File: src/rtl/fpu_esc_pkg.sv
package fpu_esc_pkg;

  typedef enum logic [3:0] {
    OP_NONE = 4'd0, OP_ADD = 4'd1, OP_MUL = 4'd2, OP_CMP = 4'd3,
    OP_SUB = 4'd4, OP_SUBR = 4'd5, OP_DIV = 4'd6, OP_DIVR = 4'd7,
    OP_LOAD = 4'd8, OP_STORE = 4'd9, OP_XCHG = 4'd10, OP_CONST = 4'd11,
    OP_CTRL = 4'd12
  } op_e;

  typedef enum logic [2:0] {
    SRC_NONE = 3'd0, SRC_STI = 3'd1, SRC_I16 = 3'd2, SRC_I32 = 3'd3,
    SRC_I64 = 3'd4, SRC_F32 = 3'd5, SRC_F64 = 3'd6
  } src_e;

  typedef enum logic [1:0] {
    DST_NONE = 2'd0, DST_ST0 = 2'd1, DST_STI = 2'd2, DST_MEM = 2'd3
  } dst_e;

  typedef enum logic [1:0] {
    CTL_NONE = 2'd0, CTL_CLR_SW = 2'd1, CTL_REINIT = 2'd2, CTL_SW_ACC = 2'd3
  } ctl_e;

  typedef struct packed {
    op_e        op;
    src_e       src;
    dst_e       dst;
    logic [2:0] idx;
    logic [1:0] pop;
    logic       push;
    logic [2:0] csel;
    ctl_e       ctl;
    logic       trap;
  } dec_t;

  // Operand A is always ST(0); operand B is the selected source.
  function automatic op_e arith_op(input logic [2:0] r, input logic rev);
    case (r)
      3'd0:    return OP_ADD;
      3'd1:    return OP_MUL;
      3'd2,
      3'd3:    return OP_CMP;
      3'd4:    return rev ? OP_SUBR : OP_SUB;
      3'd5:    return rev ? OP_SUB : OP_SUBR;
      3'd6:    return rev ? OP_DIVR : OP_DIV;
      default: return rev ? OP_DIV : OP_DIVR;
    endcase
  endfunction

  function automatic dec_t trap_bundle();
    dec_t b = '0;
    b.trap = 1'b1;
    return b;
  endfunction

  function automatic dec_t arith_bundle(input logic [2:0] r, input src_e s,
                                        input logic rev, input dst_e d,
                                        input logic [2:0] idx,
                                        input logic [1:0] pop_base);
    dec_t b = '0;
    b.op  = arith_op(r, rev);
    b.src = s;
    b.idx = idx;
    b.dst = (r == 3'd2 || r == 3'd3) ? DST_NONE : d;
    b.pop = pop_base + {1'b0, (r == 3'd3)};
    return b;
  endfunction

  function automatic dec_t xfer_bundle(input logic [2:0] r, input src_e fmt);
    dec_t b = '0;
    case (r)
      3'd0: begin b.op = OP_LOAD;  b.src = fmt; b.dst = DST_ST0; b.push = 1'b1; end
      3'd2: begin b.op = OP_STORE; b.src = fmt; b.dst = DST_MEM; end
      3'd3: begin b.op = OP_STORE; b.src = fmt; b.dst = DST_MEM; b.pop = 2'd1; end
      default: b = trap_bundle();
    endcase
    return b;
  endfunction

endpackage

File: src/rtl/fpu_esc_regform.sv
module fpu_esc_regform
  import fpu_esc_pkg::*;
#(
  parameter int IDX_W = 3
) (
  input  logic [2:0]       esc_lo,
  input  logic [2:0]       reg_f,
  input  logic [IDX_W-1:0] rm_f,
  output dec_t             dec
);
  localparam logic [IDX_W-1:0] CONST_LAST = IDX_W'(6);

  always_comb begin
    dec = trap_bundle();
    case (esc_lo)
      3'd0: dec = arith_bundle(reg_f, SRC_STI, 1'b0, DST_ST0, rm_f, 2'd0);
      3'd4: dec = arith_bundle(reg_f, SRC_STI, 1'b1, DST_STI, rm_f, 2'd0);
      3'd6: begin
        if (reg_f == 3'd3 && rm_f == IDX_W'(1)) begin
          dec     = '0;
          dec.op  = OP_CMP;
          dec.src = SRC_STI;
          dec.idx = rm_f;
          dec.pop = 2'd2;
        end else if (reg_f != 3'd2 && reg_f != 3'd3) begin
          dec = arith_bundle(reg_f, SRC_STI, 1'b1, DST_STI, rm_f, 2'd1);
        end
      end
      3'd1: begin
        if (reg_f == 3'd0) begin
          dec      = '0;
          dec.op   = OP_LOAD;
          dec.src  = SRC_STI;
          dec.dst  = DST_ST0;
          dec.idx  = rm_f;
          dec.push = 1'b1;
        end else if (reg_f == 3'd1) begin
          dec     = '0;
          dec.op  = OP_XCHG;
          dec.src = SRC_STI;
          dec.dst = DST_STI;
          dec.idx = rm_f;
        end else if (reg_f == 3'd5 && rm_f <= CONST_LAST) begin
          dec      = '0;
          dec.op   = OP_CONST;
          dec.dst  = DST_ST0;
          dec.push = 1'b1;
          dec.csel = rm_f;
        end
      end
      3'd3: begin
        if (reg_f == 3'd4 && rm_f == IDX_W'(2)) begin
          dec = '0; dec.op = OP_CTRL; dec.ctl = CTL_CLR_SW;
        end else if (reg_f == 3'd4 && rm_f == IDX_W'(3)) begin
          dec = '0; dec.op = OP_CTRL; dec.ctl = CTL_REINIT;
        end
      end
      3'd7: begin
        if (reg_f == 3'd4 && rm_f == IDX_W'(0)) begin
          dec = '0; dec.op = OP_CTRL; dec.ctl = CTL_SW_ACC;
        end
      end
      default: dec = trap_bundle();
    endcase
  end
endmodule

File: src/rtl/fpu_esc_memform.sv
module fpu_esc_memform
  import fpu_esc_pkg::*;
(
  input  logic [2:0] esc_lo,
  input  logic [2:0] reg_f,
  output dec_t       dec
);
  always_comb begin
    dec = trap_bundle();
    case (esc_lo)
      3'd0: dec = arith_bundle(reg_f, SRC_F32, 1'b0, DST_ST0, 3'd0, 2'd0);
      3'd2: dec = arith_bundle(reg_f, SRC_I32, 1'b0, DST_ST0, 3'd0, 2'd0);
      3'd4: dec = arith_bundle(reg_f, SRC_F64, 1'b0, DST_ST0, 3'd0, 2'd0);
      3'd6: dec = arith_bundle(reg_f, SRC_I16, 1'b0, DST_ST0, 3'd0, 2'd0);
      3'd1: dec = xfer_bundle(reg_f, SRC_F32);
      3'd5: dec = xfer_bundle(reg_f, SRC_F64);
      3'd3: dec = xfer_bundle(reg_f, SRC_I32);
      default: begin
        if (reg_f == 3'd5)      dec = xfer_bundle(3'd0, SRC_I64);
        else if (reg_f == 3'd7) dec = xfer_bundle(3'd3, SRC_I64);
      end
    endcase
  end
endmodule

File: src/rtl/fpu_esc_decoder.sv
module fpu_esc_decoder
  import fpu_esc_pkg::*;
#(
  parameter logic [4:0] ESC_PREFIX = 5'b11011
) (
  input  logic       clk,
  input  logic       rst,
  input  logic       in_valid,
  input  logic [7:0] esc_byte,
  input  logic [7:0] modrm,
  output logic       out_valid,
  output logic [3:0] op_class,
  output logic [2:0] src_sel,
  output logic [1:0] dst_sel,
  output logic [2:0] stk_idx,
  output logic [1:0] pop_cnt,
  output logic       push,
  output logic [2:0] const_sel,
  output logic [1:0] ctl_act,
  output logic       trap
);
  localparam int IDX_W = 3;

  logic is_esc, reg_form;
  dec_t d_reg, d_mem, d_next, d_q;
  logic vld_q;

  assign is_esc   = (esc_byte[7:3] == ESC_PREFIX);
  assign reg_form = (modrm[7:6] == 2'b11);

  fpu_esc_regform #(.IDX_W(IDX_W)) u_reg (
    .esc_lo (esc_byte[2:0]),
    .reg_f  (modrm[5:3]),
    .rm_f   (modrm[IDX_W-1:0]),
    .dec    (d_reg)
  );

  fpu_esc_memform u_mem (
    .esc_lo (esc_byte[2:0]),
    .reg_f  (modrm[5:3]),
    .dec    (d_mem)
  );

  always_comb begin
    if (!is_esc)       d_next = trap_bundle();
    else if (reg_form) d_next = d_reg;
    else               d_next = d_mem;
  end

  always_ff @(posedge clk) begin
    if (rst) begin
      vld_q <= 1'b0;
      d_q   <= '0;
    end else begin
      vld_q <= in_valid;
      if (in_valid) d_q <= d_next;
    end
  end

  assign out_valid = vld_q;
  assign op_class  = d_q.op;
  assign src_sel   = d_q.src;
  assign dst_sel   = d_q.dst;
  assign stk_idx   = d_q.idx;
  assign pop_cnt   = d_q.pop;
  assign push      = d_q.push;
  assign const_sel = d_q.csel;
  assign ctl_act   = d_q.ctl;
  assign trap      = d_q.trap;
endmodule

File: config.mk
export PLATFORM = sky130hd
export DESIGN_NAME = fpu_esc_decoder
export DESIGN_NICKNAME = d
export VERILOG_FILES = /design/src/rtl/fpu_esc_pkg.sv /design/src/rtl/fpu_esc_regform.sv /design/src/rtl/fpu_esc_memform.sv /design/src/rtl/fpu_esc_decoder.sv
export SDC_FILE = /design/constraint.sdc
export NUM_CORES = 1
export LEC_CHECK = 0
export ABC_AREA = 1
export BUFFER_PORTS_ARGS = -buffer_cell sky130_fd_sc_hd__buf_2
export CAP_MARGIN = 0
export CORE_UTILIZATION = 51
export CTS_CLUSTER_DIAMETER = 50
export DETAILED_ROUTE_END_ITERATION = 10
export GPL_TIMING_DRIVEN = 0
export PLACE_DENSITY = 0.9
export SYNTH_ARGS = -nofsm -noshare
export SYNTH_HDL_FRONTEND = slang
export SYNTH_SLANG_ARGS = --single-unit
File: constraint.sdc
create_clock -name clk -period 1.29 [get_ports clk]
set_input_delay 0.0645 -clock clk [delete_from_list [all_inputs] [get_ports clk]]
set_output_delay 0.0645 -clock clk [all_outputs]
set_load 0.05 [all_outputs]
==> results by group <==
Power
  – VDD IR-drop max: 838 uV
  – Sw Share: 0.274
  – Switching power: 406 uW
  – Seq pwr share: 0.464
  – Clock group share of total power: 0.363
  – Internal Dissipation: roughly 1.1 mW
  – Pwr/cell area: 864 mW/mm^2
  – Gate power share: 0.173
  – Leakage: 0.853 nW

Floorplan
  – Die Y-Extent: 54.9 um
  – Die X: 54.9 um
  – Initial Utilization: 0.556
  – Core area: 0.00257 sq mm
  – FP Rows: 18
  – DIE AREA: 0.00301 sq mm
  – Top Ports: 41

Critical path
  – Crit Path Max Fanout: 10
  – CP Capture Type: register
  – Reg-to-reg endpoint: pop_cnt[0]$_SDFFE_PP0P_
  – CP Cell Sequence: buf_2 -> nand2_2 -> nor3_4 -> nand2_4 -> a21oi_4 -> o21ai_1 -> nor2_1 -> nor2_1
  – R2R Path Start: pop_cnt[0]$_SDFFE_PP0P_
  – Crit start category: input port
  – Crit path DAT: 1240 ps
  – Worst Reg2Reg Path Length in Cells: 6
  – R2R setup slack: approximately 530 ps
  – CP peak stage delay: 280 ps
  – Slowest cell on the critical path: nor3_4
  – Crit path top cell by count: nor2_1
  – Critical path class: in2reg
  – WP data required: between 1500 and 2000 ps

Placed design
  – Dpl hpwl: 2.95 mm
  – Pre-CTS WS: -74.5 ps
  – Cell count after placement: between 200 and 300
  – Port bufs: 39
  – GP Congestion: 0.917

Yosys
  – #FFs+latches synth: 22
  – Sequential fraction of the synthesis area: 0.309
  – Largest family of logic cells by synthesized area: simple AND/OR/NAND/NOR gates
  – Post-synth EDFFs: 0
  – Complex-gate fraction of the synthesized area: 0.161
  – Simple-Gate Fraction of Synth Area: 0.431
  – Post-Synth XOR/XNOR Area: 0
  – Avg Inst Size Synth: 6.23 sq um
  – Yosys warns: 0
  – Prevailing post-synth register cell: dfxtp_1
  – Mux cell area share after synthesis: 0
  – Synth cell count leaders: 65 x nand2_1, 28 x nor2_1, 22 x dfxtp_1
  – Synth area leader: dfxtp_1
  – Post-synth ARST share: 0
  – Most frequent cell after synthesis: nand2_1
  – Adder-Cell Fraction of Synth Area: 0
  – Syn_nets: 248
  – Mapped Cells: 229
  – Post-synth top area share: 0.309
  – Synth area leaders: dfxtp_1 31%, nand2_1 17%, a21oi_1 7.4%
  – Netlist cell types: 30
  – Synth Cell Area: 0.00143 sq mm

Min path
  – Worst hold start: rst
  – Hold EP: trap$_SDFFE_PP0P_
  – Hold crit path type: in2reg
  – Hold path cells: 4

Layout
  – Antenna Cells: 0
  – Area of the multi-input gates: 846 sq um
  – Final Net Count: 292
  – Filler cells: ~260
  – Share of cells above drive strength 1: 0.243
  – Area Overhead vs Synth: 20.0%
  – Post-route insts no fill: 302
  – Register area: 440 sq um

Timing
  – Slew @ Worst Pin: 586 ps
  – Final worst-path cycle share: 0.788
  – Final Max Tran Viols: 0
  – Layout Skew: 0 ps
  – Slew margin rel.: 0.610
  – RSZ-0062 raised after global routing: no
  – Minimum clock period: 1020 ps
  – Fmax achieved: 984 MHz
  – Final WS setup: approximately 270 ps
  – Endpoints failing setup: 0
  – Final Hold Vio Count: 0

Clock network
  – TritonCTS clock tree: yes
  – # hold bufs at CTS: 0
  – CTS Buffer Depth: 2
  – Root buffer cell: clkbuf_4
  – CTS resizes: 0
  – # Post-CTS Setup Buffers: 0
  – Clock Latency Late Sink: 320 ps
  – Clk slew on worst S/H paths: roughly 140 ps
  – H-tree levels: 1
  – Cts bufs inserted: 3
  – Num Clock Sinks: 22

Routing
  – Remaining antenna violation count: 0
  – Via density: 5.44
  – Total wire length: 3.85 mm
  – DRC: 0
  – Total number of vias: between 1,500 and 2,000
  – Initial DRC Count: 56
  – Avg WL per Cell: 12.8 um
  – First-pass DRT Iterations: 4

GRT
  – First-pass GRT wire length: 5.78 mm
  – Tot GR Track Use: 0.273
  – GR Overflow Total: 0
  – Initial antenna violation count: 0
  – Vias in the first global route: 1,326
  – Pin count of the biggest net entering global routing: 14

Run
  – MaxCap Viol Count: 0

Run status
  – Status: complete, no violations
## cell type report
class | instances | share of cell area
plain buffers | 5 | 0.0205
clock buffers | 3 | 0.0131
repair buffers | 39 | 0.114
multi-input cells | 175 | 0.494
clock inverters | 1 | 0.0175
inverters | 27 | 0.0621
well taps | 30 | 0.0219
flip-flops and latches | 22 | 0.257
## state kept, by name (all words and copies together), names as in the netlist
register	flops
dst_sel	2
ctl_act	2
op_class	4
pop_cnt	2
const_sel	3
stk_idx	3
trap	1
src_sel	3
out_valid	1
push	1
## routing by layer
layer / global-route usage / wire [um]
met5: 0 / 0
met4: 0.0875 / 48
met3: 0.0383 / 275
met2: 0.466 / 1830
met1: 0.351 / 1700
## worst max-delay path, delay by kind of cell
kind | cells | cell delay, ps
AND/OR/NAND/NOR | 5 | 680
AO/OA/AOI/OAI | 2 | 380
buffers and inverters | 1 | 120
## per-stage QoR
stage	power [mW]	TNS [ps]	instance area [sq um]	hold WS [ps]	utilization
2_1_floorplan	0.869	0	1430	224	-
3_3_place_gp	0.952	-113	1660	355	0.647
3_5_place_dp	0.954	-74.5	1660	366	0.647
4_1_cts	1.48	0	1710	22.4	0.667
5_1_grt	1.54	0	1710	21.1	0.667
6_report	1.48	0	1710	18.6	0.667
## kinds of logic after synthesis
kind of cell	count (synthesis)
flip-flops	22
buffers and inverters	32
AND/OR/NAND/NOR	135
AO/OA/AOI/OAI	40
## cells in the final DEF (no fill, tap or decap), types with 2 or more instances in the layout
master / synthesis / routed
a21oi_1: 21 / 21
nor2_2: 2 / 2
o21ai_0: 6 / 6
o21ai_1: 4 / 4
clkbuf_4: 0 / 3
nor2_4: 2 / 2
nor2_1: 28 / 28
clkbuf_1: 2 / 2
nand2_2: 5 / 5
nand3b_1: 2 / 2
o31ai_1: 2 / 2
nand4_1: 6 / 6
nand3_1: 18 / 18
nor3_1: 4 / 4
inv_1: 20 / 20
buf_2: 0 / 39
a31oi_1: 2 / 2
inv_2: 6 / 6
nand2_1: 65 / 65
dfxtp_1: 22 / 22
## worst max-delay path by stage
| stage | from | end | slack, ps | depth (start not counted) |
|---|---|---|---|---|
| 5_1_grt | in_valid | trap$_SDFFE_PP0P_ | 180 | 8 |
| 3_3_place_gp | in_valid | trap$_SDFFE_PP0P_ | -90 | 8 |
| 4_1_cts | in_valid | trap$_SDFFE_PP0P_ | 270 | 8 |
| 6_report | in_valid | trap$_SDFFE_PP0P_ | 270 | 8 |
| 2_1_floorplan | esc_byte[7] | trap$_SDFFE_PP0P_ | 270 | 7 |
| 3_5_place_dp | in_valid | trap$_SDFFE_PP0P_ | -70 | 8 |
## power groups by stage
stage	clock network [mW]	logic, mW	registers (mW)
6_report	0.537	0.257	0.687
2_1_floorplan	0	0.148	0.721
4_1_cts	0.538	0.253	0.687
3_3_place_gp	0	0.251	0.701
5_1_grt	0.572	0.284	0.688
3_5_place_dp	0	0.252	0.702
Power figures use the tool's default switching activity.
